[config.mk]
export PLATFORM = sky130hd
export DESIGN_NAME = sfc_flow_ctrl
export DESIGN_NICKNAME = d
export VERILOG_FILES = /design/src/rtl/sfc_pkg.sv /design/src/rtl/sfc_code_regs.sv /design/src/rtl/sfc_rx_match.sv /design/src/rtl/sfc_char_timer.sv /design/src/rtl/sfc_auto_send.sv /design/src/rtl/sfc_flow_ctrl.sv
export SDC_FILE = /design/constraint.sdc
export NUM_CORES = 1
export LEC_CHECK = 0
export BUFFER_PORTS_ARGS = -buffer_cell sky130_fd_sc_hd__buf_2
export CORE_MARGIN = 4
export CORE_UTILIZATION = 45
export CTS_CLUSTER_SIZE = 25
export DETAILED_ROUTE_END_ITERATION = 10
export GPL_TIMING_DRIVEN = 0
export PLACE_DENSITY = 0.65
export SLEW_MARGIN = 20
export SYNTH_ARGS = -nofsm -noshare
export SYNTH_HDL_FRONTEND = slang
export SYNTH_SLANG_ARGS = --single-unit
[constraint.sdc]
create_clock -name clk -period 5.68 [get_ports clk]
set_input_delay 0.568 -clock clk [delete_from_list [all_inputs] [get_ports clk]]
set_output_delay 0.568 -clock clk [all_outputs]
set_load 0.01 [all_outputs]
[src/rtl/sfc_pkg.sv]
package sfc_pkg;
   // Code register select values (write address)
   typedef enum logic [1:0] {
      SEL_RESUME_A = 2'd0,
      SEL_RESUME_B = 2'd1,
      SEL_STOP_A   = 2'd2,
      SEL_STOP_B   = 2'd3
   } code_sel_t;

   // Automatic sender states
   typedef enum logic [2:0] {
      AS_RUN,
      AS_WAIT,
      AS_SEND_STOP,
      AS_STOPPED,
      AS_SEND_RESUME
   } auto_st_t;
endpackage

[src/rtl/sfc_code_regs.sv]
module sfc_code_regs #(
   parameter int DATA_W = 8
) (
   input  logic              clk,
   input  logic              rst_n,
   input  logic              we,
   input  logic [1:0]        addr,
   input  logic [DATA_W-1:0] wdata,
   output logic [DATA_W-1:0] resume_a,
   output logic [DATA_W-1:0] resume_b,
   output logic [DATA_W-1:0] stop_a,
   output logic [DATA_W-1:0] stop_b
);
   import sfc_pkg::*;
   localparam int NREG = 4;

   logic [DATA_W-1:0] code_q [NREG];

   always_ff @(posedge clk) begin
      if (!rst_n) begin
         for (int i = 0; i < NREG; i++) code_q[i] <= '0;
      end else if (we) begin
         for (int i = 0; i < NREG; i++)
            if (addr == 2'(i)) code_q[i] <= wdata;
      end
   end

   assign resume_a = code_q[SEL_RESUME_A];
   assign resume_b = code_q[SEL_RESUME_B];
   assign stop_a   = code_q[SEL_STOP_A];
   assign stop_b   = code_q[SEL_STOP_B];
endmodule

[src/rtl/sfc_rx_match.sv]
module sfc_rx_match #(
   parameter int DATA_W    = 8,
   parameter bit DOUBLE_OK = 1'b1
) (
   input  logic              clk,
   input  logic              rst_n,
   input  logic              en,
   input  logic              dbl,
   input  logic              suspended,
   input  logic              rx_valid,
   input  logic [DATA_W-1:0] rx_data,
   input  logic [DATA_W-1:0] resume_a,
   input  logic [DATA_W-1:0] resume_b,
   input  logic [DATA_W-1:0] stop_a,
   input  logic [DATA_W-1:0] stop_b,
   output logic              buf_wr,
   output logic [DATA_W-1:0] buf_data,
   output logic              stop_hit,
   output logic              resume_hit
);
   logic              dbl_eff;
   logic              held_q, pend_q;
   logic [DATA_W-1:0] held_data, pend_data;
   logic [DATA_W-1:0] want_a, want_b;

   generate
      if (DOUBLE_OK) begin : g_dbl
         assign dbl_eff = dbl;
      end else begin : g_single
         assign dbl_eff = 1'b0;
      end
   endgenerate

   assign want_a = suspended ? resume_a : stop_a;
   assign want_b = suspended ? resume_b : stop_b;

   always_ff @(posedge clk) begin
      if (!rst_n) begin
         buf_wr     <= 1'b0;
         buf_data   <= '0;
         stop_hit   <= 1'b0;
         resume_hit <= 1'b0;
         held_q     <= 1'b0;
         held_data  <= '0;
         pend_q     <= 1'b0;
         pend_data  <= '0;
      end else begin
         buf_wr     <= 1'b0;
         stop_hit   <= 1'b0;
         resume_hit <= 1'b0;
         if (pend_q) begin
            buf_wr   <= 1'b1;
            buf_data <= pend_data;
            pend_q   <= 1'b0;
         end
         if (rx_valid) begin
            if (!en) begin
               held_q   <= 1'b0;
               buf_wr   <= 1'b1;
               buf_data <= rx_data;
            end else if (!dbl_eff) begin
               held_q <= 1'b0;
               if (rx_data == want_a) begin
                  resume_hit <= suspended;
                  stop_hit   <= !suspended;
               end else begin
                  buf_wr   <= 1'b1;
                  buf_data <= rx_data;
               end
            end else if (!held_q) begin
               if (rx_data == want_a) begin
                  held_q    <= 1'b1;
                  held_data <= rx_data;
               end else begin
                  buf_wr   <= 1'b1;
                  buf_data <= rx_data;
               end
            end else begin
               held_q <= 1'b0;
               if (rx_data == want_b) begin
                  resume_hit <= suspended;
                  stop_hit   <= !suspended;
               end else begin
                  buf_wr   <= 1'b1;
                  buf_data <= held_data;
                  if (rx_data == want_a) begin
                     held_q    <= 1'b1;
                     held_data <= rx_data;
                  end else begin
                     pend_q    <= 1'b1;
                     pend_data <= rx_data;
                  end
               end
            end
         end
      end
   end


   hit_not_forwarded_chk: assert property (@(posedge clk) disable iff (!rst_n)
      (stop_hit || resume_hit) |-> !buf_wr);

   rx_spacing_chk: assert property (@(posedge clk) disable iff (!rst_n)
      pend_q |-> !rx_valid);
endmodule

[src/rtl/sfc_char_timer.sv]
module sfc_char_timer #(
   parameter int FRAME_W = 4
) (
   input  logic               clk,
   input  logic               rst_n,
   input  logic               start,
   input  logic               tick,
   input  logic [FRAME_W-1:0] frame_bits,
   output logic               expire
);
   localparam int CW = FRAME_W + 1;

   logic          armed_q;
   logic [CW-1:0] cnt_q;
   logic [CW-1:0] last;

   // two character times, counted in bit ticks
   assign last   = {frame_bits, 1'b0} - CW'(1);
   assign expire = armed_q && tick && (cnt_q == last);

   always_ff @(posedge clk) begin
      if (!rst_n) begin
         armed_q <= 1'b0;
         cnt_q   <= '0;
      end else if (start) begin
         armed_q <= 1'b1;
         cnt_q   <= '0;
      end else if (expire) begin
         armed_q <= 1'b0;
      end else if (armed_q && tick) begin
         cnt_q <= cnt_q + CW'(1);
      end
   end


   tick_window_chk: assert property (@(posedge clk) disable iff (!rst_n)
      (armed_q && $stable(frame_bits)) |-> (cnt_q <= last));
endmodule

[src/rtl/sfc_auto_send.sv]
module sfc_auto_send #(
   parameter int DATA_W  = 8,
   parameter int LVL_W   = 5,
   parameter int FRAME_W = 4
) (
   input  logic               clk,
   input  logic               rst_n,
   input  logic               en,
   input  logic               dbl,
   input  logic [LVL_W-1:0]   fill,
   input  logic [LVL_W-1:0]   trig,
   input  logic               bit_tick,
   input  logic [FRAME_W-1:0] frame_bits,
   input  logic               tx_busy,
   input  logic               ins_ack,
   input  logic [DATA_W-1:0]  resume_a,
   input  logic [DATA_W-1:0]  resume_b,
   input  logic [DATA_W-1:0]  stop_a,
   input  logic [DATA_W-1:0]  stop_b,
   output logic               ins_req,
   output logic [DATA_W-1:0]  ins_data
);
   import sfc_pkg::*;

   auto_st_t          st_q;
   logic              idx_q;
   logic              over, below, arm, expire, sending;
   logic [LVL_W:0]    fill_p1;
   logic [DATA_W-1:0] next_code;

   assign over    = fill >= trig;
   assign fill_p1 = {1'b0, fill} + (LVL_W+1)'(1);
   assign below   = fill_p1 < {1'b0, trig};
   assign arm     = en && (st_q == AS_RUN) && over;
   assign sending = (st_q == AS_SEND_STOP) || (st_q == AS_SEND_RESUME);

   always_comb begin
      if (st_q == AS_SEND_RESUME) next_code = idx_q ? resume_b : resume_a;
      else                        next_code = idx_q ? stop_b   : stop_a;
   end

   sfc_char_timer #(.FRAME_W(FRAME_W)) u_timer (
      .clk        (clk),
      .rst_n      (rst_n),
      .start      (arm),
      .tick       (bit_tick),
      .frame_bits (frame_bits),
      .expire     (expire)
   );

   always_ff @(posedge clk) begin
      if (!rst_n) begin
         st_q     <= AS_RUN;
         idx_q    <= 1'b0;
         ins_req  <= 1'b0;
         ins_data <= '0;
      end else if (!en) begin
         st_q    <= AS_RUN;
         idx_q   <= 1'b0;
         ins_req <= 1'b0;
      end else begin
         if (sending && !ins_req && !tx_busy) begin
            ins_req  <= 1'b1;
            ins_data <= next_code;
         end
         if (sending && ins_req && ins_ack) begin
            ins_req <= 1'b0;
            if (dbl && !idx_q) begin
               idx_q <= 1'b1;
            end else begin
               idx_q <= 1'b0;
               st_q  <= (st_q == AS_SEND_STOP) ? AS_STOPPED : AS_RUN;
            end
         end
         unique case (st_q)
            AS_RUN:     if (over)   st_q <= AS_WAIT;
            AS_WAIT:    if (expire) begin st_q <= AS_SEND_STOP; idx_q <= 1'b0; end
            AS_STOPPED: if (below)  begin st_q <= AS_SEND_RESUME; idx_q <= 1'b0; end
            default: ;
         endcase
      end
   end


   ins_held_chk: assert property (@(posedge clk) disable iff (!rst_n)
      (ins_req && !ins_ack && en) |=> ins_req);

   ins_boundary_chk: assert property (@(posedge clk) disable iff (!rst_n)
      $rose(ins_req) |-> !$past(tx_busy));

   resume_gate_chk: assert property (@(posedge clk) disable iff (!rst_n)
      ($rose(ins_req) && st_q == AS_SEND_RESUME && !idx_q) |-> !$past(over, 2));
endmodule

[src/rtl/sfc_flow_ctrl.sv]
module sfc_flow_ctrl #(
   parameter int DATA_W    = 8,
   parameter int LVL_W     = 5,
   parameter int FRAME_W   = 4,
   parameter bit DOUBLE_OK = 1'b1
) (
   input  logic               clk,
   input  logic               rst_n,
   input  logic               reg_we,
   input  logic [1:0]         reg_addr,
   input  logic [DATA_W-1:0]  reg_wdata,
   input  logic               rx_fc_en,
   input  logic               auto_fc_en,
   input  logic               dbl_mode,
   input  logic               xoff_irq_en,
   input  logic               irq_clr,
   input  logic [FRAME_W-1:0] frame_bits,
   input  logic               bit_tick,
   input  logic [LVL_W-1:0]   rx_fill,
   input  logic [LVL_W-1:0]   rx_trig,
   input  logic               rx_valid,
   input  logic [DATA_W-1:0]  rx_data,
   output logic               buf_wr,
   output logic [DATA_W-1:0]  buf_data,
   input  logic               tx_busy,
   output logic               tx_hold,
   output logic               ins_req,
   output logic [DATA_W-1:0]  ins_data,
   input  logic               ins_ack,
   output logic               irq
);
   generate
      if (DATA_W < 1) begin : g_bad_data
         $error("DATA_W must be at least 1");
      end
      if (LVL_W < 1) begin : g_bad_lvl
         $error("LVL_W must be at least 1");
      end
      if (FRAME_W < 2) begin : g_bad_frame
         $error("FRAME_W must be at least 2");
      end
   endgenerate

   logic [DATA_W-1:0] resume_a, resume_b, stop_a, stop_b;
   logic              stop_hit, resume_hit;
   logic              suspended_q, halted_q, irq_q;

   sfc_code_regs #(.DATA_W(DATA_W)) u_regs (
      .clk      (clk),
      .rst_n    (rst_n),
      .we       (reg_we),
      .addr     (reg_addr),
      .wdata    (reg_wdata),
      .resume_a (resume_a),
      .resume_b (resume_b),
      .stop_a   (stop_a),
      .stop_b   (stop_b)
   );

   sfc_rx_match #(.DATA_W(DATA_W), .DOUBLE_OK(DOUBLE_OK)) u_match (
      .clk        (clk),
      .rst_n      (rst_n),
      .en         (rx_fc_en),
      .dbl        (dbl_mode),
      .suspended  (suspended_q),
      .rx_valid   (rx_valid),
      .rx_data    (rx_data),
      .resume_a   (resume_a),
      .resume_b   (resume_b),
      .stop_a     (stop_a),
      .stop_b     (stop_b),
      .buf_wr     (buf_wr),
      .buf_data   (buf_data),
      .stop_hit   (stop_hit),
      .resume_hit (resume_hit)
   );

   sfc_auto_send #(.DATA_W(DATA_W), .LVL_W(LVL_W), .FRAME_W(FRAME_W)) u_auto (
      .clk        (clk),
      .rst_n      (rst_n),
      .en         (auto_fc_en),
      .dbl        (dbl_mode),
      .fill       (rx_fill),
      .trig       (rx_trig),
      .bit_tick   (bit_tick),
      .frame_bits (frame_bits),
      .tx_busy    (tx_busy),
      .ins_ack    (ins_ack),
      .resume_a   (resume_a),
      .resume_b   (resume_b),
      .stop_a     (stop_a),
      .stop_b     (stop_b),
      .ins_req    (ins_req),
      .ins_data   (ins_data)
   );

   always_ff @(posedge clk) begin
      if (!rst_n) begin
         suspended_q <= 1'b0;
         halted_q    <= 1'b0;
         irq_q       <= 1'b0;
      end else begin
         if (!rx_fc_en || resume_hit) suspended_q <= 1'b0;
         else if (stop_hit)           suspended_q <= 1'b1;
         // stop only between characters
         halted_q <= suspended_q && (halted_q || !tx_busy);
         if (resume_hit || irq_clr)         irq_q <= 1'b0;
         else if (stop_hit && xoff_irq_en)  irq_q <= 1'b1;
      end
   end

   assign tx_hold = halted_q || ins_req;
   assign irq     = irq_q;


   halt_boundary_chk: assert property (@(posedge clk) disable iff (!rst_n)
      $rose(halted_q) |-> !$past(tx_busy));

   irq_enable_chk: assert property (@(posedge clk) disable iff (!rst_n)
      $rose(irq_q) |-> $past(xoff_irq_en));

   resume_release_chk: assert property (@(posedge clk) disable iff (!rst_n)
      resume_hit |=> ##1 !halted_q);
endmodule

==> results.md, run 1 <==
- Row count: 35
- Total clock sinks: 83
- Total number of yosys warnings: 0
- CP Data Arrival Time: about 2.6 ns
- RePlAce Congestion: 0.833
- Vias/cell: roughly 5.3
- RSZ-0062 raised after global routing: false
- CTS tree: built
- Worst slew pin tran: 0.760 ns
- Status: finished clean
- Fraction of layout cells with a size suffix above 1: 0.197
- Total global-route track usage: 0.175
- Vias in the first global route: between 3000 and 4000
- Fin nets: 550
- Max incr delay on CP: between 0.6 and 0.7 ns
- H-tree depth: 3
- CP top delay family: compound AO/OA/AOI/OAI gates
- Period utilization: 0.424
- DR pass1 iterations: 4
- Slew headroom: 0.490
- Antenna Nets Post-Route: 0
- Syn Nets: roughly 480
- Crit end category: flip-flop
- Maxcap violations: 0
- Synth Instances: 420
- Post-layout instance area: approximately 5000 um^2
- Die ar.: around 11000 um^2
- FMAX: 416 MHz
- Die Wd: approximately 110 um
- Clock-pin slew on the worst setup and hold paths: approximately 0.090 ns
- Clock Skew: ~0.013 ns
- Pleak: roughly 2 nW
- Worst path cell trace: buf_6 -> mux2i_1 -> xnor2_1 -> nor4_2 -> a21boi_1 -> nand4_1 -> buf_4 -> mux2i_1 -> nor2_1
- Postcts setup bufs: 0
- Total grt overflow: 0
- Hold Path Class: input pin to flip-flop
- WS Path Type: flip-flop to flip-flop
- Clk buf depth: 2
- Hold buffer count at cts: 0
- Clk_lat worst skew: ~0.36 ns
- Mapped Area: 4350 um^2
- Max-slew violation count: 0
- Clk root buf: clkbuf_8
- Total vias in the final route: ~3300
- Crit path buf inv count: 2
- Area grow syn2layout: 15.4%
- Die Ht: 106 um
- DRT iter0 DRCs: 110
- Area after DPL: approximately 4800 um^2
- Setup violators final: 0
- P per Cell Area: 244 nW/um^2
- Post_cts resized: 0
- Sequential area share after synthesis: 0.456
- Placeable Area: ~9300 um^2
- Detail Placement HPWL: around 7.4 mm
- Total Wirelength: approximately 9.6 mm
- Critical Path RT: slightly below 6 ns
- Largest net degree at the start of global routing: 16
- Synth Flop Type: dfxtp_1
- Initial antenna violation count: 0
- Slowest CP cell: a21boi_1
- Flops & latches, synth: 83
- CTS Buf Count: 9
- Max VDD drop: 0.110 mV
- Min Tclk post-route: 2.41 ns
- Number of diodes: 0
- IO Count: 64
- Starting Density: 0.466
- Mapped Avg Cell Area: approximately 10 um^2
- Worst setup SP type: flip-flop
- TNS Setup: 0 ns
- Final Hold Fails: 0
- EDFF count, synth: 32
- Average wire per standard cell: 15.4 um
- First-pass GRT wire length: around 16 mm
- Post-synth cell types: 45
- Worst Path Max Fanout: 10
- DRC viols: 0
- Most used cell, CP: mux2i_1
- IO buf count: 62
- Asr flop ratio synth: 0
[placed cells by master, fill, tap and decap left out, types with 3 or more instances in the layout]
master,n
nand2_1,24
clkbuf_1,13
and2_1,33
a21o_1,3
o21a_1,3
xor2_1,6
clkinvlp_4,3
ha_1,13
nor2_1,36
o21ai_0,27
o21ai_1,12
nand3_1,14
nor3_1,4
xnor2_1,23
mux2i_1,41
nand2b_1,3
edfxtp_1,32
a21oi_1,8
nor4_2,3
mux4_2,8
and3_1,8
inv_1,17
dfxtp_1,51
nand4_1,3
a221oi_1,8
clkbuf_8,9
buf_2,62
[final cells by class]
class | instances | area (um^2)
Buffer | 17 | 93.8
Fill cell | 875 | 4310
Clock buffer | 9 | 124
Sequential cell | 83 | 1980
Multi-Input combinational cell | 303 | 2210
Tap cell | 129 | 161
Clock inverter | 7 | 76.3
Inverter | 17 | 63.8
Timing Repair Buffer | 62 | 310
[Yosys cell counts (3+ instances only)]
library cell / n / share of area
inv_1: 17 / 0.015
clkbuf_1: 13 / 0.011
nor3_1: 4 / 0.0046
nor2_1: 36 / 0.031
nand4_1: 3 / 0.0043
a21o_1: 3 / 0.0052
xnor2_1: 23 / 0.046
mux2i_1: 41 / 0.094
xor2_1: 6 / 0.012
nor4_2: 3 / 0.0086
dfxtp_1: 51 / 0.23
ha_1: 13 / 0.037
mux4_2: 8 / 0.041
o21ai_1: 8 / 0.0092
and3_1: 8 / 0.012
nand3_1: 14 / 0.016
and2_1: 33 / 0.047
nand2_1: 24 / 0.021
a21oi_1: 8 / 0.0092
a221oi_1: 8 / 0.016
o21a_1: 3 / 0.0052
o21ai_0: 31 / 0.036
nand2b_1: 3 / 0.0043
edfxtp_1: 32 / 0.22
[power by group]
group / leakage, nW / internal, W / switching [W]
logic: 1.13 / 0.0000610 / 0.0000785
registers: 0.728 / 0.000642 / 0.0000141
clock network: 0.0910 / 0.000205 / 0.000226
total: 1.94 / 0.000908 / 0.000319
[stage by stage]
step                 util  std cells  setup slack [ns]  total power (W)  hold slack [ns]
floorplan               -        420              3.42         0.000754            0.399
global placement    0.517        611              3.05         0.000804            0.435
detailed placement  0.517        611              2.94         0.000810            0.443
CTS                 0.538        627              3.26          0.00124            0.347
global route        0.538        627              3.01          0.00128            0.354
finish              0.538        627              3.27          0.00123            0.367
[flip-flops by register name, summed over array words and instances, names as in the netlist, 3 cells and up]
signal and count:
u_auto.ins_data 8, u_auto.st_q 3, u_auto.u_timer.cnt_q 5, u_match.buf_data 8, u_match.held_data 8, u_match.pend_data 8
u_regs.code_q 32
[kinds of logic after synthesis]
family,synth area share
compound gates,0.102
simple gates,0.172
fa+ha+maj,0.0374
buf+inv,0.0362
xor+xnor,0.0584
flops,0.456
mux,0.138
[final timing paths]
check	start	end	slack, ns	depth (start not counted)
setup / recovery	suspended_q	u_match.pend_data[2]	3.27	9
hold reg to reg	u_match.resume_hit	irq	0.45	1
hold / removal	irq_clr	irq	0.37	2
setup reg to reg	suspended_q	u_match.pend_data[2]	3.27	9
[routing by layer]
layer	up-vias	global-route usage	share of wire
met1	1568	0.226	0.46
met3	15	0.0316	0.046
met5	-	0	0
li1	1648	-	-
met2	76	0.291	0.48
met4	0	0.0694	0.021
Note: power is estimated with default switching activity, not from simulation.
==> inputs of run 2 (changes only) <==
- PLACE_DENSITY: 0.65 -> 0.68
- clock period: 5.68 -> 2.2 ns (I/O delays scaled with it)
==> run 2 against run 1 <==
The flow now finishes with violations (negative setup slack). Worst setup slack worse by 3.4 ns. Clock skew decreased by 0.0055 ns. Utilization up 4.3 points. Fmax increased by 5.6%. Final area grew 7.9%. Via count rose by 5.2%. Die area did not move. Hold slack got worse by 0.34 ns. Critical path depth grew 3. Final cell count up 2.7%. Register-to-register slack worse by 3.4 ns. Critical path type unchanged. Critical endpoint is now u_match.held_data[3]. Highest routed layer unchanged.
==> results.md, run 2 (synthesis gave the netlist of run 1 again) <==
- Area grow syn2layout: 24.6%
- Proportion of power drawn by the clock network: 0.377 (+0.025)
- Post-layout instance area: 5420 um^2 (+7.9%)
- Fraction of layout cells with a size suffix above 1: 0.274 (+0.0770)
- FMAX: 439 MHz (+5.6%)
- Leading cell type in the layout, fill and taps excluded: buf_2
- IO Count: 64 (unchanged)
- Total vias in the final route: 3480 (+5.2%)
- Starting Density: 0.466 (unchanged)
- DRT iter0 DRCs: 162 (+47%)
- Number of diodes: 0 (unchanged)
- Pleak: 2.12 nW (+8.9%)
- DR pass1 iterations: 5 (+1)
- P per Cell Area: 627 nW/um^2 (+160%)
- WS Path Type: flip-flop to flip-flop
- Setup violators final: 16 (+16)
- CTS tree: built
- Net switching fraction of the power: 0.236 (-0.0232)
- Failing checks: negative setup slack
- Total grt overflow: 0 (unchanged)
- Max FFs per register: 32 (unchanged)
- Clk root buf: clkbuf_8
- Worst setup SP type: flip-flop
- Status: finished, violations left
- Row count: 35 (unchanged)
- Final Hold Fails: 0 (unchanged)
- Most used cell, CP: buf_6
- Fin Hold WS: 0.0319 ns (-0.336 ns)
- Hold Path Class: input pin to flip-flop
- DRC viols: 0 (unchanged)
- CP Data Arrival Time: 2.56 ns (-0.07 ns)
- Layout Cells excl Fill: 644 (+2.7%)
- Fin nets: 567 (+3.1%)
- Sw Pwr: 0.000803 W (+150%)
- Clk buf depth: 2 (unchanged)
- Crit end category: flip-flop
- Area after DPL: 4820 um^2 (unchanged)
- Worst Path Max Fanout: 4 (-6)
- Total clock sinks: 83 (unchanged)
- Pint: 0.00259 W (+190%)
- Clock Skew: 0.00718 ns (-0.00547 ns)
- Critical Path RT: 2.48 ns (-3.42 ns)
- H-tree depth: 3 (unchanged)
- Vias in the first global route: 3348 (+2.4%)
- Worst path cell trace: buf_6 -> buf_12 -> mux2i_1 -> xnor2_1 -> nor4_4 -> buf_4 -> buf_6 -> a31oi_4 -> nor3b_4 -> buf_6 -> nand3_2 -> o21ai_1
- Setup WS pre-CTS: -0.203 ns (-3.15 ns)
- Final WS setup: -0.0777 ns (-3.35 ns)
- Clock-pin slew on the worst setup and hold paths: 0.08 ns (about the same)
- Placed insts: 611 (unchanged)
- Initial antenna violation count: 0 (unchanged)
- Logic pwr share: 0.123 (+0.009)
- First-pass GRT wire length: 16.7 mm (+5.4%)
- Max VDD drop: 0.473 mV (+330%)
- Largest net degree at the start of global routing: 14 (-2)
- Max-slew violation count: 0 (unchanged)
- Die Ht: 106 um (unchanged)
- Vias/cell: 5.40 (+2.5%)
- Largest reg by FF count: u_regs.code_q
- RSZ-0062 raised after global routing: true
- Average wire per standard cell: 16.3 um (+5.9%)
- Power consumption: 0.00340 W (+180%)
- Worst slew pin tran: 0.795 ns (+0.0348 ns)
- Detail Placement HPWL: 7.45 mm (about the same)
- Antenna Nets Post-Route: 0 (unchanged)
- Max incr delay on CP: 0.33 ns (-0.28 ns)
- Min Tclk post-route: 2.28 ns (-0.129 ns)
- Total Wirelength: 10.5 mm (+8.8%)
- CTS Buf Count: 9 (unchanged)
- # fillers: 810 (-7.4%)
- Most frequent cells in the layout: buf_2, dfxtp_1, nor2_1
- Sequential power share: 0.500 (-0.035)
- Slew headroom: 0.467 (-0.0233)
- RePlAce Congestion: 0.872 (+4.6%)
- Die Wd: 106 um (unchanged)
- Clk_lat worst skew: 0.35 ns (about the same)
- Die ar.: 11300 um^2 (unchanged)
- Period utilization: 1.04 (+0.612)
- Total global-route track usage: 0.186 (+0.0110)
- Maxcap violations: 0 (unchanged)
- Placeable Area: 9330 um^2 (unchanged)
- IO buf count: 62 (unchanged)
- Slowest CP cell: dfxtp_2
- Hold buffer count at cts: 0 (unchanged)
-- run 2: what timing repair did --
action | 4_1_cts | 5_1_grt
cloned | 2 | 1
pin swaps | 10 | 5
setup endpoints to repair | 27 | 39
buffers inserted | 11 | 4
resized for setup | 18 | 38
-- run 2: layout make-up --
class | instances | area [um^2] | share of cell area
inverter | 17 | 63.8 | 0.0118
buffer | 17 | 104 | 0.0192
sequential | 83 | 1980 | 0.366
clock buffer | 11 | 131 | 0.0242
multi-input combinational | 304 | 2410 | 0.445
timing repair buffer | 78 | 465 | 0.0859
clock inverter | 5 | 101 | 0.0187
tap | 129 | 161 | 0.0298
-- run 2: power by group through the flow --
| stage | clock network, W | logic, W | registers [W] |
|---|---|---|---|
| 2_1_floorplan | 0 | 0.000227 | 0.00172 |
| 3_3_place_gp | 0 | 0.000350 | 0.00172 |
| 3_5_place_dp | 0 | 0.000363 | 0.00173 |
| 4_1_cts | 0.00130 | 0.000391 | 0.00169 |
| 5_1_grt | 0.00137 | 0.000462 | 0.00170 |
| 6_report | 0.00128 | 0.000418 | 0.00170 |
-- run 2: routing by layer --
layer	wire, um	global-route usage	vias up
met1	4420	0.235	1659
li1	-	-	1679
met4	282	0.0786	0
met2	5120	0.314	116
met5	0	0	-
met3	656	0.0322	26
-- run 2: path summary, 6_finish.rpt --
| check | slack (ns) | to | start | cells past startpoint |
|---|---|---|---|---|
| setup reg to reg | -0.08 | u_match.held_data[3] | suspended_q | 12 |
| setup / recovery | -0.08 | u_match.held_data[3] | suspended_q | 12 |
| hold / removal | 0.03 | irq | irq_clr | 2 |
| hold reg to reg | 0.45 | u_match.held_data[1] | u_match.held_data[1] | 2 |
-- run 2: critical path, delay by kind of cell (launching register included) --
kind / cells / cell delay, ns
AO/OA/AOI/OAI: 2 / 0.28
buffers and inverters: 5 / 0.70
multiplexers: 1 / 0.23
flip-flops: 1 / 0.33
XOR/XNOR: 1 / 0.19
AND/OR/NAND/NOR: 3 / 0.47
-- run 2: per-stage QoR --
| step | setup TNS (ns) | util |
|---|---|---|
| finish | -0.758 | 0.581 |
| global route | -3.65 | 0.581 |
| CTS | -0.0239 | 0.562 |
| detailed placement | -3.75 | 0.517 |
| global placement | -2.79 | 0.517 |
| floorplan | 0 | - |
==> inputs of run 3 (changes only) <==
- CORE_UTILIZATION: 45 -> 50
- PLACE_DENSITY: 0.68 -> 0.74
==> run 3 against run 2 <==
The flow still finishes with violations (negative setup slack). Die area is 9.3% lower. Clock power barely moved. Final cell count is 4.2% lower. Global-route usage increased by 2.0 points. Critical path type unchanged.
==> results.md, run 3 (synthesis gave the netlist of run 1 again) <==
- Sequential power share: 0.504 (+0.004)
- WS Path Type: flip-flop to flip-flop
- Total global-route track usage: 0.206 (+0.0196)
- Detail Placement HPWL: 7.35 mm (-1.3%)
- CP top delay family: buffers and inverters
- FMAX: 434 MHz (-1.1%)
- Hold buffer count at cts: 0 (unchanged)
- Die Ht: 101 um (-4.7%)
- Pint: 0.00249 W (-3.9%)
- Reg2reg end: u_match.buf_data[0]
- Die Wd: 101 um (-4.7%)
- Largest reg by FF count: u_regs.code_q
- Average wire per standard cell: 16.9 um (+4.0%)
- Max FFs per register: 32 (unchanged)
- Status: finished, violations left
- Max VDD drop: 0.506 mV (+6.9%)
- Sw Pwr: 0.000879 W (+9.4%)
- Metal-1 WL: 4.28 mm (-3.1%)
- Die ar.: 10300 um^2 (-9.3%)
- Starting Density: 0.521 (+0.0552)
- DRT iter0 DRCs: 165 (+1.9%)
- Worst Path Max Fanout: 8 (+4)
- # fillers: 679 (-16%)
- Total grt overflow: 0 (unchanged)
- Layout Cells excl Fill: 617 (-4.2%)
- P per Cell Area: 635 nW/um^2 (+1.3%)
- Period utilization: 1.05 (+0.0117)
- RePlAce Congestion: 0.844 (-3.1%)
- Proportion of power drawn by the clock network: 0.377 (about the same)
- Placeable Area: 8340 um^2 (-11%)
- Area after DPL: 4790 um^2 (-0.62%)
- Hold Path Class: input pin to flip-flop
- Number of diodes: 0 (unchanged)
- Reg2Reg Setup Slack: -0.10 ns (-0.03 ns)
- DRC viols: 0 (unchanged)
- Clk root buf: clkbuf_8
- Worst Reg2Reg Path Length in Cells: 11 (-1)
- Clock Skew: 0.0101 ns (+0.00290 ns)
- Antenna Nets Post-Route: 0 (unchanged)
- Met3 wire length: 661 um (+0.76%)
- Vias in the first global route: 3449 (+3.0%)
- First-pass GRT wire length: 16.7 mm (+0.13%)
- Fin nets: 564 (-0.53%)
- Row count: 33 (-5.7%)
- HP Start: irq_clr
- Final Hold Fails: 0 (unchanged)
- Total clock sinks: 83 (unchanged)
- Crit end category: flip-flop
- Vias/cell: 5.68 (+5.1%)
- CTS Buf Count: 9 (unchanged)
- Met2 WL: 5.20 mm (+1.6%)
- CTS tree: built
- Slew headroom: 0.507 (+0.0399)
- Net switching fraction of the power: 0.261 (+0.0244)
- IO buf count: 62 (unchanged)
- Max-slew violation count: 0 (unchanged)
- Placed insts: 587 (-3.9%)
- Total vias in the final route: 3504 (+0.69%)
- Final WS setup: -0.104 ns (-0.0258 ns)
- Worst setup SP type: flip-flop
- Total Wirelength: 10.4 mm (-0.36%)
- RSZ-0062 raised after global routing: true
- Logic pwr share: 0.119 (-0.004)
- IO Count: 64 (unchanged)
- CP Data Arrival Time: 2.56 ns (about the same)
- Slowest CP cell: dfxtp_2
- Top sig layer: met4
- Largest net degree at the start of global routing: 17 (+3)
- Leading cell type in the layout, fill and taps excluded: buf_2
- Most used cell, CP: buf_4
- Max incr delay on CP: 0.35 ns (+0.02 ns)
- Maxcap violations: 0 (unchanged)
- Clk_lat worst skew: 0.36 ns (about the same)
- WHS Endpoint: irq
- Failing checks: negative setup slack
- Fraction of layout cells with a size suffix above 1: 0.277 (+0.00356)
- Worst slew pin tran: 0.735 ns (-0.0595 ns)
- Min Tclk post-route: 2.30 ns (+0.0258 ns)
- Setup violators final: 25 (+9)
- Critical Path RT: 2.46 ns (-0.02 ns)
- WHS Path Cells: 2 (unchanged)
- Worst path cell trace: buf_6 -> buf_12 -> mux2i_2 -> xnor2_1 -> nor4_2 -> buf_4 -> buf_4 -> a21oi_4 -> a221oi_2 -> o21ai_1 -> and3_1
- TNS Setup: -1.53 ns (-0.767 ns)
- Clk buf depth: 2 (unchanged)
- Initial antenna violation count: 0 (unchanged)
- Clock-pin slew on the worst setup and hold paths: 0.09 ns (about the same)
- Crit path buf inv count: 4 (-1)
- H-tree depth: 3 (unchanged)
- DR pass1 iterations: 6 (+1)
- Reg2reg start: suspended_q
- Post-layout instance area: 5310 um^2 (-2.1%)
- Area grow syn2layout: 22.0%
- Pleak: 2.10 nW (-0.87%)
- Most frequent cells in the layout: buf_2, dfxtp_1, nor2_1, mux2i_1, and2_1
[run 3: cell count changes in the layout (fill, tap and decap cells not counted), sizes merged]
cell,previous run,this run
a21boi,2,1
buf,83,80
bufinv,3,2
clkbuf,23,22
clkinv,1,0
clkinvlp,1,0
inv,17,22
[run 3: how the worst max path moves through the flow]
stage / startpoint / end / slack, ns / cells past startpoint
floorplan: suspended_q / u_match.buf_data[0] / 0.17 / 9
global placement: suspended_q / u_match.pend_data[7] / -0.11 / 9
detailed placement: suspended_q / u_match.pend_data[0] / -0.18 / 9
CTS: suspended_q / u_match.buf_data[0] / -0.04 / 10
global route: suspended_q / u_match.pend_data[0] / -0.24 / 11
finish: suspended_q / u_match.buf_data[0] / -0.10 / 11
[run 3: layout make-up]
cell class | count | area [um^2] | area share
multi-input combinational | 303 | 2380 | 0.448
sequential | 83 | 1980 | 0.374
timing repair buffer | 76 | 419 | 0.0790
tap | 105 | 131 | 0.0248
clock buffer | 9 | 124 | 0.0233
clock inverter | 7 | 104 | 0.0196
buffer | 17 | 104 | 0.0196
inverter | 17 | 63.8 | 0.0120
[run 3: what timing repair did]
item / CTS / global route
endpoints found under the setup margin: 26 / 39
gates resized for setup: 14 / 34
gates cloned: 2 / 1
buffers inserted: 10 / 1
pin swaps: 8 / 5
[run 3: metal layers]
layer	vias to the layer above	GRT usage
met5	-	0
met4	0	0.0736
met3	31	0.0489
met2	131	0.343
met1	1661	0.261
li1	1681	-
[run 3: metrics by stage]
step | hold slack [ns] | utilization | setup slack [ns] | power [W]
2_1_floorplan | 0.297 | - | 0.171 | 0.00195
3_3_place_gp | 0.384 | 0.574 | -0.108 | 0.00207
3_5_place_dp | 0.395 | 0.574 | -0.177 | 0.00209
4_1_cts | 0.0112 | 0.620 | -0.0446 | 0.00335
5_1_grt | 0.0236 | 0.636 | -0.236 | 0.00349
6_report | 0.0150 | 0.636 | -0.104 | 0.00337
[run 3: power by group through the flow]
stage	combinational [W]	sequential, W	clock (W)
2_1_floorplan	0.000227	0.00172	0
3_3_place_gp	0.000347	0.00172	0
3_5_place_dp	0.000363	0.00173	0
4_1_cts	0.000377	0.00169	0.00128
5_1_grt	0.000443	0.00170	0.00134
6_report	0.000402	0.00170	0.00127
